===== src/rtl/uirq_pkg.sv =====
package uirq_pkg;

    typedef enum logic [5:0] {
        IID_MODEM  = 6'h00,
        IID_NONE   = 6'h01,
        IID_THR    = 6'h02,
        IID_RXDATA = 6'h04,
        IID_LINE   = 6'h06,
        IID_RXTO   = 6'h0C,
        IID_XOFF   = 6'h10,
        IID_FLOW   = 6'h20
    } iid_e;

    typedef enum logic [1:0] {
        THR_BUSY  = 2'd0,
        THR_PEND  = 2'd1,
        THR_ACKED = 2'd2
    } thr_state_e;

    // source index order is the priority order, index 0 highest
    localparam int NSRC       = 7;
    localparam int SRC_LINE   = 0;
    localparam int SRC_RXTO   = 1;
    localparam int SRC_RXDATA = 2;
    localparam int SRC_THR    = 3;
    localparam int SRC_MODEM  = 4;
    localparam int SRC_XOFF   = 5;
    localparam int SRC_FLOW   = 6;

endpackage


===== src/rtl/uirq_level_cmp.sv =====
module uirq_level_cmp #(
    parameter int DEPTH = 64,
    parameter int LVL_W = $clog2(DEPTH + 1)
) (
    input  logic             fifo_en,
    input  logic [1:0]       rx_trig,
    input  logic [1:0]       tx_trig,
    input  logic [LVL_W-1:0] rx_level,
    input  logic [LVL_W-1:0] tx_level,
    input  logic             tx_shift_empty,
    input  logic             thr_wait_shift,
    output logic             rx_hit,
    output logic             tx_room
);

    localparam logic [LVL_W-1:0] DEPTH_L = LVL_W'(DEPTH);

    logic [LVL_W-1:0] rx_thr;
    logic [LVL_W-1:0] tx_thr;
    logic [LVL_W-1:0] tx_space;

    always_comb begin
        case (rx_trig)
            2'd0:    rx_thr = LVL_W'(DEPTH / 8);
            2'd1:    rx_thr = LVL_W'(DEPTH / 4);
            2'd2:    rx_thr = LVL_W'(DEPTH - 8);
            default: rx_thr = LVL_W'(DEPTH - 4);
        endcase
        case (tx_trig)
            2'd0:    tx_thr = LVL_W'(DEPTH / 8);
            2'd1:    tx_thr = LVL_W'(DEPTH / 4);
            2'd2:    tx_thr = LVL_W'(DEPTH / 2);
            default: tx_thr = LVL_W'(DEPTH - 8);
        endcase
    end

    assign tx_space = DEPTH_L - tx_level;

    always_comb begin
        rx_hit = fifo_en ? (rx_level >= rx_thr) : (rx_level != '0);
        if (thr_wait_shift)
            tx_room = (tx_level == '0) && tx_shift_empty;
        else if (fifo_en)
            tx_room = (tx_space >= tx_thr);
        else
            tx_room = (tx_level == '0);
    end

    always_comb begin
        if (rx_level == '0)
            AST_EMPTY_RX_NO_HIT: assert (!rx_hit);
    end

endmodule


===== src/rtl/uirq_thr_fsm.sv =====
module uirq_thr_fsm
    import uirq_pkg::*;
(
    input  logic clk,
    input  logic rst_n,
    input  logic room,
    input  logic ack,
    output logic pend_next
);

    thr_state_e state_q;
    thr_state_e state_d;

    always_ff @(posedge clk or negedge rst_n) begin
        if (!rst_n)
            state_q <= THR_BUSY;
        else
            state_q <= state_d;
    end

    always_comb begin
        state_d = state_q;
        unique case (state_q)
            THR_BUSY:  if (room) state_d = THR_PEND;             // fill
            THR_PEND:  if (!room) state_d = THR_BUSY;            // drain
                       else if (ack) state_d = THR_ACKED;        // ack
            THR_ACKED: if (!room) state_d = THR_BUSY;            // drain
            default:   state_d = THR_BUSY;
        endcase
    end

    always_comb begin
        pend_next = (state_d == THR_PEND);
    end

    AST_THR_ACK_LEAVES: assert property (@(posedge clk) disable iff (!rst_n)
        (ack && state_q == THR_PEND) |=> (state_q != THR_PEND));

endmodule


===== src/rtl/uirq_prio.sv =====
module uirq_prio
    import uirq_pkg::*;
(
    input  logic [NSRC-1:0] req,
    output iid_e            code
);

    function automatic iid_e src_code(input int idx);
        case (idx)
            SRC_LINE:   return IID_LINE;
            SRC_RXTO:   return IID_RXTO;
            SRC_RXDATA: return IID_RXDATA;
            SRC_THR:    return IID_THR;
            SRC_MODEM:  return IID_MODEM;
            SRC_XOFF:   return IID_XOFF;
            SRC_FLOW:   return IID_FLOW;
            default:    return IID_NONE;
        endcase
    endfunction

    always_comb begin
        code = IID_NONE;
        for (int i = NSRC - 1; i >= 0; i--) begin
            if (req[i]) code = src_code(i);
        end
    end

endmodule


===== src/rtl/uirq_ident.sv =====
module uirq_ident
    import uirq_pkg::*;
#(
    parameter int DEPTH = 64,
    parameter int LVL_W = $clog2(DEPTH + 1)
) (
    input  logic             clk,
    input  logic             rst_n,
    input  logic [5:0]       irq_en,
    input  logic             fifo_en,
    input  logic [1:0]       rx_trig,
    input  logic [1:0]       tx_trig,
    input  logic [LVL_W-1:0] rx_level,
    input  logic [LVL_W-1:0] tx_level,
    input  logic             tx_shift_empty,
    input  logic             thr_wait_shift,
    input  logic             rx_timeout,
    input  logic             lsr_err,
    input  logic             msr_chg,
    input  logic             xoff_evt,
    input  logic             flow_evt,
    input  logic             rd_iir,
    input  logic             rd_lsr,
    input  logic             rd_msr,
    output logic [7:0]       iir,
    output logic             irq
);

    logic       rx_hit, tx_room, thr_pend;
    logic       line_q, modem_q, xoff_q, flow_q;
    logic       line_d, modem_d, xoff_d, flow_d;
    logic       ack_thr, ack_xoff, ack_flow;
    logic [NSRC-1:0] req;
    iid_e       code;
    logic [7:0] iir_q;
    logic       irq_q;
    logic       seen_q;

    uirq_level_cmp #(.DEPTH(DEPTH), .LVL_W(LVL_W)) u_cmp (
        .fifo_en        (fifo_en),
        .rx_trig        (rx_trig),
        .tx_trig        (tx_trig),
        .rx_level       (rx_level),
        .tx_level       (tx_level),
        .tx_shift_empty (tx_shift_empty),
        .thr_wait_shift (thr_wait_shift),
        .rx_hit         (rx_hit),
        .tx_room        (tx_room)
    );

    always_comb begin
        ack_thr  = rd_iir && (iir_q[5:0] == IID_THR);
        ack_xoff = rd_iir && (iir_q[5:0] == IID_XOFF);
        ack_flow = rd_iir && (iir_q[5:0] == IID_FLOW);
        line_d   = lsr_err  | (line_q  & ~rd_lsr);
        modem_d  = msr_chg  | (modem_q & ~rd_msr);
        xoff_d   = xoff_evt | (xoff_q  & ~ack_xoff);
        flow_d   = flow_evt | (flow_q  & ~ack_flow);
    end

    uirq_thr_fsm u_thr (
        .clk       (clk),
        .rst_n     (rst_n),
        .room      (tx_room),
        .ack       (ack_thr),
        .pend_next (thr_pend)
    );

    always_comb begin
        req             = '0;
        req[SRC_LINE]   = line_d     & irq_en[2];
        req[SRC_RXTO]   = rx_timeout & irq_en[0];
        req[SRC_RXDATA] = rx_hit     & irq_en[0];
        req[SRC_THR]    = thr_pend   & irq_en[1];
        req[SRC_MODEM]  = modem_d    & irq_en[3];
        req[SRC_XOFF]   = xoff_d     & irq_en[4];
        req[SRC_FLOW]   = flow_d     & irq_en[5];
    end

    uirq_prio u_prio (
        .req  (req),
        .code (code)
    );

    always_ff @(posedge clk or negedge rst_n) begin
        if (!rst_n) begin
            line_q  <= 1'b0;
            modem_q <= 1'b0;
            xoff_q  <= 1'b0;
            flow_q  <= 1'b0;
            iir_q   <= 8'h01;
            irq_q   <= 1'b0;
            seen_q  <= 1'b0;
        end else begin
            line_q  <= line_d;
            modem_q <= modem_d;
            xoff_q  <= xoff_d;
            flow_q  <= flow_d;
            iir_q   <= {fifo_en, fifo_en, code};
            irq_q   <= ~code[0];
            seen_q  <= 1'b1;
        end
    end

    assign iir = iir_q;
    assign irq = irq_q;

    AST_FIFO_MIRROR: assert property (@(posedge clk) disable iff (!rst_n)
        seen_q |-> (iir[7:6] == {2{$past(fifo_en)}}));

    AST_LINE_FIRST: assert property (@(posedge clk) disable iff (!rst_n)
        (lsr_err && irq_en[2]) |=> (iir[5:0] == IID_LINE));

    AST_LSR_READ_CLEARS: assert property (@(posedge clk) disable iff (!rst_n)
        (rd_lsr && !lsr_err) |=> (iir[5:0] != IID_LINE));

    AST_DISABLED_QUIET: assert property (@(posedge clk) disable iff (!rst_n)
        (irq_en == 6'h00) |=> !irq);

endmodule


===== config.mk =====
export PLATFORM = sky130hd
export DESIGN_NAME = uirq_ident
export DESIGN_NICKNAME = d
export VERILOG_FILES = /design/src/rtl/uirq_pkg.sv /design/src/rtl/uirq_level_cmp.sv /design/src/rtl/uirq_thr_fsm.sv /design/src/rtl/uirq_prio.sv /design/src/rtl/uirq_ident.sv
export SDC_FILE = /design/constraint.sdc
export NUM_CORES = 1
export LEC_CHECK = 0
export ABC_AREA = 1
export BUFFER_PORTS_ARGS = -buffer_cell sky130_fd_sc_hd__buf_2
export CORE_UTILIZATION = 46
export CTS_CLUSTER_DIAMETER = 30
export CTS_CLUSTER_SIZE = 10
export DETAILED_ROUTE_END_ITERATION = 16
export HOLD_SLACK_MARGIN = 0.12
export PLACE_DENSITY = 0.84
export SKIP_CTS_REPAIR_TIMING = 1
export SYNTH_ARGS = -nofsm -noshare
export SYNTH_HDL_FRONTEND = slang
export SYNTH_SLANG_ARGS = --single-unit

===== constraint.sdc =====
create_clock -name clk -period 1.6 [get_ports clk]
set_input_delay 0.16 -clock clk [delete_from_list [all_inputs] [get_ports clk]]
set_output_delay 0.16 -clock clk [all_outputs]
set_load 0.01 [all_outputs]

==> run_results.csv <==
group,metric,value,unit
outcome,status,"finished with violations",
outcome,violations,"negative setup slack",
cts,ctsLongestPathBuffers,2,
global_routing,use_met3,5.66,%
synthesis,synth_cells,136,
cts,ctsHtreeMaxLevel,1,
synthesis,async_reset_ff_share,100,%
global_routing,antenna_found_initial,0,
sta,min_period,1.70,ns
floorplan,num_rows,16,
pwr,leakagePower,0.834,nW
placement,io_buffers,45,
cts,cts_tree,"yes",
synthesis,synth.area.top_cells,"dfrtp_1 33%, ha_1 13%, nand2_1 13%",
drt,drt_iter0_drc,7,
synthesis,synth_edf_count,0,
cells_and_area,drive_gt1_share,38.9,%
cells_and_area,instances_no_fill,225,
cts,clock-sinks,14,
sta,worst_pin_slew,0.469,ns
global_routing,top_usage_layer,"met2",
setup_path,arrival,1.88,ns
cells_and_area,multi_input_area,584,sq um
drt,wirelength,2560,um
placement,place_worst_setup_slack,-0.333,ns
cts,cts_made_buffers,3,
cts,clkSlewWorstSetupHoldPaths,0.08,ns
synthesis,syn_area,991,sq um
synthesis,yosysTopAreaCellShare,32.8,%
sta,fin_ws,-0.0987,ns
drt,wl_per_cell,11.4,um
drt,drt-vias-per-instance,4.84,
cells_and_area,seqCellArea,352,sq um
floorplan,core,2000,sq um
placement,dpl_cell_area,1290,sq um
sta,slew_headroom,68.4,%
synthesis,ys_types,26,
cts,cts_root_buf,"clkbuf_4",
synthesis,syn_nets,183,
sta,finalSetupViolations,5,
global_routing,grt_pass1_wl,3770,um
setup_path,path_class,"primary input to flip-flop",
global_routing,track_usage,20.4,%
sta,layout_worst_path_cycle_share,106,%
synthesis,synth-seq-cells,14,
placement,post-dp-hpwl,1860,um
min_path,hold_path_class,"primary input to flip-flop",
pwr,p_per_area,604,nW/um^2
drt,antenna_left,0,
synthesis,yosysSeqAreaShare,35.5,%
cells_and_area,design_area,1460,sq um
cts,clk_latency,0.28,ns
placement,routabilityCongestion,0.874,
synthesis,postSynthAreaPerCell,7.29,sq um
global_routing,grtUsageMet1,24.1,%
synthesis,synth-main-ff-cell,"dfrtp_1",
sta,fin_skew,0.00387,ns
drt,dr.pass1.iters,4,
setup_path,worst-endpoint-required,1.78,ns
floorplan,pin_count,46,
global_routing,grt_pass1_vias,977,
placement,place_inst,212,
setup_path,startpoint_type,"primary input",
setup_path,crit_path_top_delay_cell,"or2_4",
floorplan,dieArea,2340,sq um
drt,vias,1090,
cells_and_area,nets,246,
setup_path,cp_max_fo,3,
synthesis,yosysTopAreaCell,"dfrtp_1",
setup_path,cpMostUsedCell,"nand2_2",
sta,hold_violations,0,
cells_and_area,diodes,0,
cells_and_area,syn2layout_area_growth,46.8,%
floorplan,die_w,48.4,um
run,maxCapViolations,0,
floorplan,start_util,49.5,%
setup_path,path_cells,"buf_6 > nor2_4 > nand2_2 > nor2_1 > inv_1 > or2_4 > nand2_2 > inv_2 > ha_4 > nand2_2 > nand2_1 > nand2_1 > nand2_1 > nand2_2 > nand2_4 > nand3_4 > nand2_2 > inv_2",
sta,rsz0062_at_grt,"true",
global_routing,grt_max_degree,15,
sta,maxSlewViolCount,0,
sta,hold_ws,0.127,ns
drt,drc,0,
sta,finalSetupTns,-0.312,ns
synthesis,ys_warn_count,0,
sta,max_freq,589,MHz
setup_path,critPathCaptureType,"flip-flop",
setup_path,slowest_delay,0.26,ns
cells_and_area,fillers,153,
pwr,ir_drop,0.644,mV
floorplan,chipHeight,48.4,um
global_routing,gr-total-overflow,0,
global_routing,grt_util_met2,36.6,%
[layout make-up]
| cell class | count | share of cell area [%] |
|---|---|---|
| multi-input cells | 95 | 40.2 |
| well taps | 27 | 2.32 |
| flip-flops and latches | 14 | 24.2 |
| inverters | 26 | 6.71 |
| clock buffers | 4 | 2.49 |
| repair buffers | 59 | 24.2 |
[synth_stat cells (2+ instances only)]
library cell,n
nand3b_1,3
nor2_1,18
inv_1,25
a21oi_1,4
ha_1,10
nand2_1,33
nand3_2,2
dfrtp_1,13
nand3_1,6
nand4_1,3
o21ai_0,2
nor2_2,2
o21ai_1,2
[routing by layer]
metal  share of wire [%]  wire, um
met3                 3.8        96
met5                   0         0
met4                 1.8        47
met1                  41      1040
met2                  54      1380
[path summary, 6_finish.rpt]
kind                                  startpoint               end  slack (ns)  cells past startpoint
worst max-delay path                 tx_level[1]            iir[4]        -0.1                     18
worst min-delay path                    flow_evt            flow_q        0.13                      3
worst max register to register            iir[3]            iir[5]        0.15                      9
worst min register to register  u_thr.state_q[0]  u_thr.state_q[1]        0.43                      1
max in group asynchronous                  rst_n            iir[0]        1.02                      2
min in group asynchronous                  rst_n  u_thr.state_q[1]        0.30                      2
[critical path, delay by kind of cell]
kind	cells	cell delay [ns]
adders and majority gates	1	0.26
buffers and inverters	4	0.26
and+or+nand+nor	13	1.18
[per-stage QoR]
| stage | utilization [%] | total power [mW] |
|---|---|---|
| floorplan | - | 0.494 |
| global placement | 64.4 | 0.587 |
| detailed placement | 64.4 | 0.597 |
| CTS | 66.3 | 0.847 |
| global route | 72.7 | 0.935 |
| finish | 72.7 | 0.880 |
[state kept, by name, indices dropped and copies added (netlist names)]
register and count:
modem_q 1, u_thr.state_q 2, iir 7, irq 1
line_q 1, xoff_q 1, flow_q 1
[layout by cell type (no fill, tap or decap), types with 2 or more instances in the layout]
master,instances
nor2_1,18
inv_2,4
buf_4,8
inv_1,22
buf_2,44
nand4_1,3
dlygate4sd3_1,6
nand2_1,26
a21oi_1,4
dfrtp_1,13
nand3_1,6
nand3b_1,3
nand2_2,7
ha_1,9
o21ai_0,2
o21ai_1,2
clkbuf_4,3
[cell families after synthesis]
group,share of synthesized area (%)
flops,35.5
xor+xnor,0.884
simple gates,32.6
compound gates,7.83
fa+ha+maj,12.6
buf+inv,10.6
[report_power, final]
part           switching [mW]  total, mW  internal [mW]
logic                   0.132      0.252          0.120
registers             0.00856      0.379          0.370
clock network           0.110      0.249          0.139
total                   0.251      0.880          0.629
Note: power is estimated with default switching activity, not from simulation.
